`config.mk`:
```
export PLATFORM = sky130hd
export DESIGN_NAME = tick_reinject_tracker
export DESIGN_NICKNAME = d
export VERILOG_FILES = /design/src/rtl/tick_reinject_pkg.sv /design/src/rtl/tick_backlog_counter.sv /design/src/rtl/tick_delivery_gate.sv /design/src/rtl/tick_reinject_tracker.sv
export SDC_FILE = /design/constraint.sdc
export NUM_CORES = 1
export LEC_CHECK = 0
export CORE_AREA = 2 2 39 41
export CTS_CLUSTER_SIZE = 40
export DETAILED_ROUTE_END_ITERATION = 10
export DIE_AREA = 0 0 41 43
export DONT_BUFFER_PORTS = 1
export HOLD_SLACK_MARGIN = 0.02
export PLACE_DENSITY = 0.73
export SLEW_MARGIN = 20
export SYNTH_ARGS = -nofsm -noshare
export SYNTH_HDL_FRONTEND = slang
export SYNTH_HIERARCHICAL = 1
export SYNTH_SLANG_ARGS = --single-unit
```
`constraint.sdc`:
```
create_clock -name clk -period 5.01 [get_ports clk]
set_input_delay 1.002 -clock clk [delete_from_list [all_inputs] [get_ports clk]]
set_output_delay 1.002 -clock clk [all_outputs]
set_load 0.03 [all_outputs]
```
`src/rtl/tick_reinject_pkg.sv`:
```
package tick_reinject_pkg;

  // Kind of update applied to the backlog in one cycle.
  typedef enum logic [1:0] {
    UPD_HOLD  = 2'd0,
    UPD_INC   = 2'd1,
    UPD_DEC   = 2'd2,
    UPD_CLEAR = 2'd3
  } upd_kind_t;

  // Decide the backlog update. The acknowledge is taken first with a floor at
  // zero, then the tick with a ceiling at full.
  function automatic upd_kind_t classify_update(
    input logic tick,
    input logic ack,
    input logic clr,
    input logic at_zero,
    input logic at_full
  );
    upd_kind_t k;
    if (clr)                k = UPD_CLEAR;
    else if (tick && !ack)  k = at_full ? UPD_HOLD : UPD_INC;
    else if (ack && !tick)  k = at_zero ? UPD_HOLD : UPD_DEC;
    else if (tick && ack)   k = at_zero ? UPD_INC  : UPD_HOLD;
    else                    k = UPD_HOLD;
    return k;
  endfunction

  // Next value of the acknowledged flag: clear events re-arm it, a delivery
  // consumes it, an acknowledge restores it.
  function automatic logic next_acked(
    input logic cur,
    input logic clr,
    input logic deliver,
    input logic ack
  );
    logic n;
    if (clr)          n = 1'b1;
    else if (deliver) n = 1'b0;
    else if (ack)     n = 1'b1;
    else              n = cur;
    return n;
  endfunction

endpackage

```
`src/rtl/tick_backlog_counter.sv`:
```
module tick_backlog_counter
  import tick_reinject_pkg::*;
#(
  parameter int CNT_W = 8
) (
  input  logic             clk,
  input  logic             rst_n,
  input  logic             tick,
  input  logic             ack,
  input  logic             clear,
  output logic [CNT_W-1:0] count_o,
  output logic             nonzero_o
);

  localparam logic [CNT_W-1:0] CNT_MAX = {CNT_W{1'b1}};
  localparam logic [CNT_W-1:0] CNT_ONE = {{(CNT_W-1){1'b0}}, 1'b1};

  logic [CNT_W-1:0] cnt_q;
  logic             at_zero;
  logic             at_full;
  upd_kind_t        upd_kind;

  function automatic logic [CNT_W-1:0] apply_update(
    input logic [CNT_W-1:0] cur,
    input upd_kind_t        kind
  );
    logic [CNT_W-1:0] r;
    case (kind)
      UPD_INC:   r = cur + CNT_ONE;
      UPD_DEC:   r = cur - CNT_ONE;
      UPD_CLEAR: r = '0;
      default:   r = cur;
    endcase
    return r;
  endfunction

  assign at_zero  = (cnt_q == '0);
  assign at_full  = (cnt_q == CNT_MAX);
  assign upd_kind = classify_update(tick, ack, clear, at_zero, at_full);

  always_ff @(posedge clk or negedge rst_n) begin
    if (!rst_n) cnt_q <= '0;
    else        cnt_q <= apply_update(cnt_q, upd_kind);
  end

  assign count_o   = cnt_q;
  assign nonzero_o = !at_zero;

  AST_NO_UNDERFLOW: assert property (@(posedge clk) disable iff (!rst_n)
    (at_zero && ack && !tick && !clear) |=> (cnt_q == '0));
  AST_NO_OVERFLOW: assert property (@(posedge clk) disable iff (!rst_n)
    (at_full && tick && !ack && !clear) |=> (cnt_q == CNT_MAX));
  AST_TICK_ACK_HOLD: assert property (@(posedge clk) disable iff (!rst_n)
    (!at_zero && tick && ack && !clear) |=> $stable(cnt_q));
  AST_CLEAR_EMPTIES: assert property (@(posedge clk) disable iff (!rst_n)
    clear |=> (cnt_q == '0));

endmodule

```
`src/rtl/tick_delivery_gate.sv`:
```
module tick_delivery_gate
  import tick_reinject_pkg::*;
(
  input  logic clk,
  input  logic rst_n,
  input  logic ack,
  input  logic clear,
  input  logic backlog_nz,
  output logic acked_o,
  output logic deliver_o,
  output logic irq_o
);

  logic acked_q;
  logic irq_q;
  logic deliver;

  assign deliver = acked_q && backlog_nz && !clear;

  always_ff @(posedge clk or negedge rst_n) begin
    if (!rst_n) begin
      acked_q <= 1'b1;
      irq_q   <= 1'b0;
    end else begin
      acked_q <= next_acked(acked_q, clear, deliver, ack);
      irq_q   <= deliver;
    end
  end

  assign acked_o   = acked_q;
  assign deliver_o = deliver;
  assign irq_o     = irq_q;

  AST_PULSE_SINGLE: assert property (@(posedge clk) disable iff (!rst_n)
    irq_q |=> !irq_q);
  AST_DELIVER_CONSUMES: assert property (@(posedge clk) disable iff (!rst_n)
    deliver |=> !acked_q);
  AST_ACK_REARMS: assert property (@(posedge clk) disable iff (!rst_n)
    (ack && !deliver) |=> acked_q);
  AST_CLEAR_REARMS: assert property (@(posedge clk) disable iff (!rst_n)
    clear |=> (acked_q && !irq_q));

endmodule

```
`src/rtl/tick_reinject_tracker.sv`:
```
module tick_reinject_tracker #(
  parameter int CNT_W = 8
) (
  input  logic clk,
  input  logic rst_n,
  input  logic tick_i,
  input  logic ack_i,
  input  logic unmask_i,
  input  logic reprog_i,
  output logic irq_o,
  output logic pending_o
);

  logic             clear_evt;
  logic [CNT_W-1:0] backlog;
  logic             backlog_nz;
  logic             acked;
  logic             deliver_evt;

  assign clear_evt = unmask_i || reprog_i;

  tick_backlog_counter #(.CNT_W(CNT_W)) u_backlog (
    .clk       (clk),
    .rst_n     (rst_n),
    .tick      (tick_i),
    .ack       (ack_i),
    .clear     (clear_evt),
    .count_o   (backlog),
    .nonzero_o (backlog_nz)
  );

  tick_delivery_gate u_gate (
    .clk        (clk),
    .rst_n      (rst_n),
    .ack        (ack_i),
    .clear      (clear_evt),
    .backlog_nz (backlog_nz),
    .acked_o    (acked),
    .deliver_o  (deliver_evt),
    .irq_o      (irq_o)
  );

  assign pending_o = backlog_nz;

  AST_IRQ_GATED: assert property (@(posedge clk) disable iff (!rst_n)
    irq_o |-> $past(acked && (backlog != '0)));
  AST_PENDING_FALL: assert property (@(posedge clk) disable iff (!rst_n)
    $fell(pending_o) |-> $past(ack_i || unmask_i || reprog_i));
  AST_DELIVER_NEEDS_BACKLOG: assert property (@(posedge clk) disable iff (!rst_n)
    deliver_evt |-> pending_o);

endmodule

```
Yosys cells after proc, flatten, opt, wreduce, memory -nomap -nowiden. Cells that the tools add are included.

Add/sub/neg operators: 2. $mul: 0. Divide/modulo/power cells: 0. Order comparisons: 0. Eq/ne operators: 4. Shift operators: 0. Muxes and demuxes: 11. Bitwise gates (word level): 0. Reductions and logical operators: 13.

Operators with widths (number): 8-bit one-hot mux with 3 select lines (1); 2-bit two-way mux (5); 8-bit by 1-bit adder with 8-bit output (second input constant) (1); 8-bit equality test (second input constant) (1); 8-bit zero test (1); 8-bit by 1-bit subtractor with 8-bit output (second input constant) (1); 3-bit nonzero test (2); 1-bit logical AND (5); 1-bit two-way mux (5); 2-bit equality test (second input constant) (2); 1-bit zero test (4); 2-bit by 1-bit equality test with 1-bit output (second input constant) (1); 1-bit logical OR (1).

Register bits: 10. Bits in latches: 0. Memory bits (writable): 0. Memory bits (read-only): 0. Input bits: 6. Output and inout bits: 2. Logic and storage cells: 33. Memories: 0.

Depth between registers and ports, before layout.
Word-level depth: 8. Depth in mapped cells: 9.

Modules after synthesis. Netlist, hierarchy kept.

Modules (own cells, without submodules): tick_backlog_counter (instances 1, cells an instance 81, area an instance 701.9 um2); tick_delivery_gate (instances 1, cells an instance 6, area an instance 72.6 um2); tick_reinject_tracker (instances 1, cells an instance 1, area an instance 6.3 um2).

Worst setup path after synthesis. Ideal clock, no wire load.

Kind: in2reg. From: in reprog_i. To: reg u_backlog.cnt_q[7] (netlist: u_backlog/count_o[7]). Setup time: 0.124 ns. Arrival time: 3.190 ns. Data required time: 4.886 ns. Path slack: 1.696 ns. Stages on the path: 9. Cell sequence: or2_1 -> buf_2 -> nor3_1 -> ha_1 -> a21oi_1 -> a211oi_1 -> nor2_1 -> a31o_2 -> a211o_1.

Word-level cells in the longest chain between the ends: 4. Elaborated cells on any way between the ends: 7. Those cells by class: eq/ne (3); mux (2); reduce/logical (2).

Ends and longest elaborated chain: start: declaration (line tick_reinject_tracker.sv:9) `input logic reprog_i,`; 1-bit logical OR (*) (line tick_reinject_tracker.sv:20) `assign clear_evt = unmask_i || reprog_i;`; 2-bit two-way mux (*) (line tick_reinject_pkg.sv:21) `if (clr) k = UPD_CLEAR;`; 2-bit equality test or 2-bit by 1-bit equality test with 1-bit output (tied branches) (line tick_backlog_counter.sv:28) `case (kind)`; 8-bit one-hot mux with 3 select lines or 3-bit nonzero test (tied branches); end signal: assignment (line tick_backlog_counter.sv:43) `else cnt_q <= apply_update(cnt_q, upd_kind);`; end: declaration (line tick_backlog_counter.sv:18) `logic [CNT_W-1:0] cnt_q;`.

Every way passes the cells marked *; elsewhere a longest branch is shown, timed or not. A chain may end at the register's enable or synchronous reset.

Worst setup path in the final report. Ends and elaborated chain as after synthesis.

==> summary.md <==
| Metric | Value |
|---|---|
| Syn nets | 101 |
| First DRT Iteration DRCs | 13 |
| Root buffer cell | clkbuf_4 |
| Final hold vios | 0 |
| Most common cell after layout, fill and taps aside | nor2_1 |
| Initial Util | 56.4% |
| Number of diodes | 0 |
| Slew margin rel. | 43.9% |
| Pin count of the biggest net entering global routing | 15 |
| Critical path class | in -> reg |
| TritonCTS clock tree | done |
| Synth-to-Final Area Change | 6.57% |
| Number of nets in the layout | 105 |
| Worst-Margin Slew | around 0.83 ns |
| Worst Path Required | 5.17 ns |
| Vias in the first global route | ~640 |
| RD Place Congestion | 0.925 |
| H-tree Lvls | 1 |
| Worst vdd ir | 0.204 mV |
| Nature of the critical path endpoint | flop |
| Power Density | ~220 nW/um2 |
| Seq/Total Area, Yosys | about a third |
| Synth Cell Area | 781 um2 |
| Tmin final | 3.42 ns |
| TritonCTS Buffers | 3 |
| Core box area | 1380 um2 |
| Worst-path clk slew | around 0.080 ns |
| CP max FO | 14 |
| Period Utilization, post-route | 68.2% |
| CP Launch Type | input pin |
| Final Max Slew Viols | 0 |
| HPWL Detailed | 1270 um |
| GRT overflow | 0 |
| Drt pass-1 iters | 4 |
| Worst skew pair latency | 0.28 ns |
| Cells after Synth | between 80 and 90 |
| DR vias | 680 |
| Setup_tns | 0 ns |
| Resize count post-CTS | 0 |
| Dpl cell area | a little under 800 um2 |
| Worst Path Arrival | 3.57 ns |
| Total GRT Usage | approximately 23% |
| Synth unique cells | 29 |
| FP Rows | 14 |
| PortBufs | 0 |
| Final WL | ~1700 um |
| Chip Height | 43 um |
| Hold_buf cts | 0 |
| Post-route DRC violation count | 0 |
| Number of register bits inferred by synthesis | 10 |
| Most frequent cells in the layout | nor2_1 (14), nand2_1 (10), dfrtp_1 (9) |
| Unrepaired setup endpoints after global routing | no |
| Ys Warns | 6 |
| Max Cap Viol | 0 |
| Post-DRT Antenna Nets | 0 |
| Hold crit path type | in -> async |
| Finished Cell Area | 832 um2 |
| Clock sinks | 10 |
| Layout cells sized above 1 | under 10% |
| Leakage | 0.409 nW |
| Post-CTS setup buffer count | 0 |
| Outcome | finished clean |
| Vias/cell | 6.36 |
| Die width | 41 um |
| Max Clk Rate | 293 MHz |
| Fin Clk Skew | 0.00884 ns |
| Bufs on Longest Clock Path | 2 |
| Count of final setup violators | 0 |
| Post-Syn Area per Cell | 8.87 um2 |
| First-pass GRT wire length | 2610 um |
| Fin util | between 60% and 70% |
| Final-layout fill cell count | 133 |
| DIE AREA | 1760 um2 |
| Post-DR wirelength/cell | 16.2 um |
| Initial antenna violation count | 0 |
| I/O pin count | 8 |
| Hold_ws | 0.410 ns |
==> synth_stat cells <==
cell type	instances	area share, %
buf_2	1	0.64
a211o_1	1	1.1
o21ai_0	2	1.3
a21oi_1	5	3.2
ha_1	6	9.6
nor2_1	14	6.7
dfrtp_1	9	29
xnor2_1	1	1.1
or2_1	2	1.6
nand4_1	1	0.80
nand3b_1	1	0.96
a31oi_1	1	0.80
inv_1	2	0.96
a31o_2	2	2.2
mux2i_1	4	5.1
o31ai_1	1	0.96
dfstp_2	1	3.4
a31oi_4	1	2.7
nor4_1	4	3.2
a21o_1	4	3.8
nor3_1	1	0.64
a211oi_1	4	3.8
or4_4	1	1.4
xor2_1	3	3.4
nand2b_1	2	1.6
nand3_1	2	1.3
nand2_1	10	4.8
o211a_1	1	1.3
fa_1	1	2.6
==> path summary, 6_finish.rpt <==
kind                       cells after the start  slack [ns]                 start                    to
min in group clk                               2        0.52        u_gate/acked_o          u_gate/irq_o
max in group asynchronous                      0        4.42                 rst_n        u_gate/acked_o
min reg2reg                                    2        0.52        u_gate/acked_o          u_gate/irq_o
min                                            0        0.41                 rst_n  u_backlog/count_o[5]
max reg2reg                                    9        1.98  u_backlog/count_o[3]  u_backlog/count_o[7]
max                                            8        1.59              reprog_i  u_backlog/count_o[7]
==> logic make-up after synthesis <==
group / Yosys count / synth area share [%]
compound gates: 22 / 21.3
mux: 4 / 5.13
simple gates: 38 / 23.1
flops: 10 / 32.2
xor+xnor: 4 / 4.49
fa+ha+maj: 7 / 12.2
buf+inv: 3 / 1.60
==> area by class of cell <==
| class | count | area (um2) | share of cell area, % |
|---|---|---|---|
| multi-input cells | 75 | 517 | 62.1 |
| flip-flops and latches | 10 | 251 | 30.2 |
| clock buffers | 4 | 36.3 | 4.36 |
| well taps | 16 | 20.0 | 2.41 |
| inverters | 2 | 7.51 | 0.902 |
==> worst max-delay path, stage by stage <==
cell and delay (ns):
or2_1 0.37, nor3_1 0.74, ha_1 0.32, nand3_1 0.15, a211oi_1 0.36, nor2_1 0.14, a31o_2 0.26, a211o_1 0.22
==> report_power, final <==
part,leakage (nW),total (mW),internal [mW],switching [mW]
Combinational,0.252,0.0196,0.00695,0.0126
Sequential,0.135,0.0850,0.0825,0.00252
Clock,0.0210,0.0760,0.0442,0.0318
==> metrics by stage <==
stage	instances	setup slack (ns)	total power, mW
2_1_floorplan	88	1.70	0.103
3_3_place_gp	103	1.40	0.105
3_5_place_dp	103	1.35	0.106
4_1_cts	107	1.65	0.184
5_1_grt	107	1.42	0.190
6_report	107	1.59	0.181
==> sequential cells by signal (all words and copies together) (netlist names) <==
name               flops
u_gate/irq_o           1
u_gate/acked_o         1
u_backlog/count_o      8
==> layer usage <==
metal | share of wire (%) | global-route usage (%) | vias up
met5 | 0 | 0 | -
met4 | 4.4 | 18.7 | 0
met3 | 2.6 | 6.28 | 8
met2 | 50 | 34.7 | 14
met1 | 43 | 24.8 | 327
li1 | - | - | 331
Power figures use the tool's default switching activity.
